<file path="src/rtl/alu6_pkg.sv">
package alu6_pkg;
    localparam int unsigned OP_BITS = 6;

    typedef struct packed {
        logic zero_x;
        logic inv_x;
        logic zero_y;
        logic inv_y;
        logic sel_add;
        logic inv_out;
    } alu_op_t;
endpackage

</file>
<file path="src/rtl/alu6_cond.sv">
// Operand conditioning: optional clear, then optional inversion.
module alu6_cond #(
    parameter int unsigned WIDTH = 16
) (
    input  logic [WIDTH-1:0] din,
    input  logic             clr,
    input  logic             inv,
    output logic [WIDTH-1:0] dout
);
    logic [WIDTH-1:0] cleared;

    always_comb begin
        cleared = clr ? '0 : din;
        dout    = inv ? ~cleared : cleared;
    end
endmodule

</file>
<file path="src/rtl/alu6_func.sv">
// Function stage: sum or AND of the conditioned operands, optional output inversion.
module alu6_func #(
    parameter int unsigned WIDTH = 16
) (
    input  logic [WIDTH-1:0] a,
    input  logic [WIDTH-1:0] b,
    input  logic             sel_add,
    input  logic             inv_out,
    output logic [WIDTH-1:0] y
);
    logic [WIDTH-1:0] sum_v;
    logic [WIDTH-1:0] and_v;
    logic [WIDTH-1:0] pick;

    always_comb begin
        sum_v = a + b;      // carry out of the top bit is dropped
        and_v = a & b;
        pick  = sel_add ? sum_v : and_v;
        y     = inv_out ? ~pick : pick;
    end
endmodule

</file>
<file path="src/rtl/alu6_flags.sv">
// Status flags for the branch logic downstream.
module alu6_flags #(
    parameter int unsigned WIDTH = 16
) (
    input  logic [WIDTH-1:0] val,
    output logic             is_zero,
    output logic             is_neg
);
    always_comb begin
        is_zero = ~|val;
        is_neg  = val[WIDTH-1];
    end
endmodule

</file>
<file path="src/rtl/alu6_core.sv">
module alu6_core
    import alu6_pkg::*;
#(
    parameter int unsigned WIDTH = 16
) (
    input  logic [OP_BITS-1:0] op,
    input  logic [WIDTH-1:0]   x,
    input  logic [WIDTH-1:0]   y,
    output logic [WIDTH-1:0]   res,
    output logic               zr,
    output logic               ng
);
    localparam int unsigned N_OPND = 2;

    alu_op_t          ctl;
    logic [WIDTH-1:0] opnd_in   [N_OPND];
    logic [WIDTH-1:0] opnd_out  [N_OPND];
    logic             opnd_clr  [N_OPND];
    logic             opnd_inv  [N_OPND];
    logic [WIDTH-1:0] func_out;

    always_comb begin
        ctl         = alu_op_t'(op);
        opnd_in[0]  = x;
        opnd_in[1]  = y;
        opnd_clr[0] = ctl.zero_x;
        opnd_inv[0] = ctl.inv_x;
        opnd_clr[1] = ctl.zero_y;
        opnd_inv[1] = ctl.inv_y;
    end

    for (genvar g = 0; g < N_OPND; g++) begin : g_opnd
        alu6_cond #(.WIDTH(WIDTH)) u_cond (
            .din  (opnd_in[g]),
            .clr  (opnd_clr[g]),
            .inv  (opnd_inv[g]),
            .dout (opnd_out[g])
        );
    end

    alu6_func #(.WIDTH(WIDTH)) u_func (
        .a       (opnd_out[0]),
        .b       (opnd_out[1]),
        .sel_add (ctl.sel_add),
        .inv_out (ctl.inv_out),
        .y       (func_out)
    );

    alu6_flags #(.WIDTH(WIDTH)) u_flags (
        .val     (func_out),
        .is_zero (zr),
        .is_neg  (ng)
    );

    assign res = func_out;
endmodule

</file>
<file path="config.mk">
export PLATFORM = sky130hd
export DESIGN_NAME = alu6_core
export DESIGN_NICKNAME = d
export VERILOG_FILES = /design/src/rtl/alu6_pkg.sv /design/src/rtl/alu6_cond.sv /design/src/rtl/alu6_func.sv /design/src/rtl/alu6_flags.sv /design/src/rtl/alu6_core.sv
export SDC_FILE = /design/constraint.sdc
export NUM_CORES = 1
export LEC_CHECK = 0
export CAP_MARGIN = 20
export CORE_UTILIZATION = 45
export DETAILED_ROUTE_END_ITERATION = 16
export GPL_TIMING_DRIVEN = 0
export MAX_ROUTING_LAYER = met4
export PLACE_DENSITY = 0.8
export RECOVER_POWER = 100
export SETUP_SLACK_MARGIN = 0.4
export SLEW_MARGIN = 20
export SYNTH_ARGS = -nofsm -noshare
export SYNTH_HDL_FRONTEND = slang
export SYNTH_SLANG_ARGS = --single-unit
</file>
<file path="constraint.sdc">
create_clock -name vclk -period 3.8
set_clock_uncertainty 0.05 [all_clocks]
set_input_delay 0.38 -clock vclk [all_inputs]
set_output_delay 0.38 -clock vclk [all_outputs]
set_load 0.01 [all_outputs]
</file>
==> impl_metrics.ini <==
[run_status]
status = complete, but fails checks
violations = negative setup slack

[detailed_routing]
ant_nets = 0
dr_total_vias = 2437
drc = 0
vias_per_cell = 6.25
met2_length_mm = 3.92
wl_met1_mm = 3.08
top_layer = met4
totalWireLength_mm = 7.91
drt-initial-drc-count = 265
avgRoutedWirePerCell_um = 20.3
drtPass1Iterations = 5
wl_met3_um = 566

[power_and_ir_drop]
seqPwrFrac = 0
finalPower_mw = 1.01
p_comb_frac = 1.000
swShare = 0.498
clock_power_share = 0
p_per_area_nw_per_um2 = 312
ir_worst_vdd_mv = 0.144
p_sw_mw = 0.502
leakage_nw = 1.39
p_int_mw = 0.505

[logic_synthesis]
yosys_warnings = 0
netlist_instances = 247
synth.top_cell.area_share = 0.222
syn_avg_cell_area_um2 = 7.50
syn_nets = 302
synth_top_area_cell = xnor2_1
seq_area_frac_synth = 0
ys_top_cells_by_area = xnor2_1 (22%), ha_1 (11%), nand2b_1 (11%)
ys_top_cells_by_count = xnor2_1 (47), nand2b_1 (32), ha_1 (16), nor2_1 (15), nand2_1 (12)
synth.distinct_cells = 48
yosysMostFrequentCell = xnor2_1
syn_area_um2 = 1850

[final_layout]
fin_nets = 399
flops_and_latches = 0
stdcell_area_um2 = 3220
final.fill_count = 209
area_growth_pct = 74.0
nClkBuffers = 0
antenna_cells = 0
drive_above_1_share = 0.377
final-seq-area_um2 = 0

[sta]
slew_headroom = 0.519
finalSetupViolations = 2
drv_slew = 0
period_share = 1.04
worst_pin_slew_ps = 721
max_clock_freq_ghz = 0.253
report.final.hold_viol_count = 0
rsz0062_at_grt = true
timing.final.crit_period_ps = 3950
finalWorstSetupSlack_ps = -145

[placed_design]
place_area_um2 = 2510
portBuffers = 53
dp_hpwl_mm = 3.68
gp_congestion = 0.915

[clocking]
hold_buffers = 0

[critical_path]
arrival_ps = 3520
worstSetupStartpoint = op[5]
critPathCaptureType = output pin
required_ps = 3370
start_kind = primary input
criticalPathCategory = in -> out
critPathMaxFanout = 7

[job]
drv_cap = 0

[global_route]
first_global_vias = 2180
grtUsageTotal = 0.310
grt_max_degree = 11
grt-ovfl-total = 0
antenna_found_initial = 0
grt_pass1_wl_mm = 10.3

[hold_path]
min_from = op[1]
hold_path_class = in -> out

[floorplan]
io_pins = 56
core_area_um2 = 3800
rows = 22
die_w_um = 66.2
start_util = 0.487
die-area_um2 = 4380
die_h_um = 66.2
-- layout make-up --
class	instances	area, µm²	area share
plain buffers	15	148	0.0458
multi-input cells	225	2170	0.675
repair buffers	95	813	0.252
well taps	48	60.1	0.0186
inverters	7	26.3	0.00816
-- kinds of logic after synthesis --
family                   after synthesis  synth area share
AND/OR/NAND/NOR                       97             0.307
XOR/XNOR                              54             0.255
AO/OA/AOI/OAI                         46             0.211
buffers and inverters                 22            0.0480
adder cells (fa/ha/maj)               17             0.119
multiplexers                          11            0.0595
-- through the flow --
step	utilization	setup WS [ps]	hold WS (ps)	setup TNS, ps	instances
floorplan	-	243	810	0	247
global placement	0.661	-1160	1670	-7970	348
detailed placement	0.661	-1120	1670	-7610	348
CTS	0.770	-48.1	1580	-48.1	374
global route	0.848	-222	1530	-321	390
finish	0.848	-145	1480	-203	390
-- routing by layer --
layer  up-vias  track usage
met4         0       0.0851
met5         -            -
met2       195        0.534
met1      1125        0.389
li1       1067            -
met3        50       0.0172
-- power by group through the flow --
| stage | clock network, mW | registers [mW] | logic, mW |
|---|---|---|---|
| after floorplan | 0 | 0 | 0.471 |
| after global placement | 0 | 0 | 0.683 |
| after detailed placement | 0 | 0 | 0.691 |
| after CTS | 0 | 0 | 0.823 |
| after global routing | 0 | 0 | 1.05 |
| final | 0 | 0 | 1.01 |
-- timing repair --
| action | CTS | global route |
|---|---|---|
| cloned | 1 | 0 |
| gates resized for setup | 115 | 54 |
| setup buffers | 25 | 16 |
| pin swaps | 44 | 28 |
| setup endpoints to repair | 17 | 13 |
-- worst max-delay path, stage by stage --
cell and delay [ps]:
buf_12 110, buf_8 110, nand2b_4 160, xnor2_4 230
ha_1 300, a211oi_4 350, nor4b_4 120, nor4_4 330
buf_4 180, o31ai_4 70, xor2_1 170, mux2i_2 280
xnor2_2 130, buf_4 180, nor4b_4 240, buf_2 160
-- path summary, 6_finish.rpt --
check | end | slack, ps | cells past startpoint
min | res[11] | 1480 | 6
max | zr | -150 | 16
-- placed cells by master, fill, tap and decap left out, types with 5 or more instances in the layout --
master,instances
nor2_1,13
buf_6,7
buf_2,9
nand2b_4,9
buf_4,39
mux2i_1,7
xnor2_1,37
xnor2_2,9
clkdlybuf4s50_1,21
a21oi_1,5
nor3_1,8
ha_1,11
nand2b_1,23
dlygate4sd2_1,15
inv_1,7
nand2_1,10
xor2_1,6
Note: power is estimated with default switching activity, not from simulation.
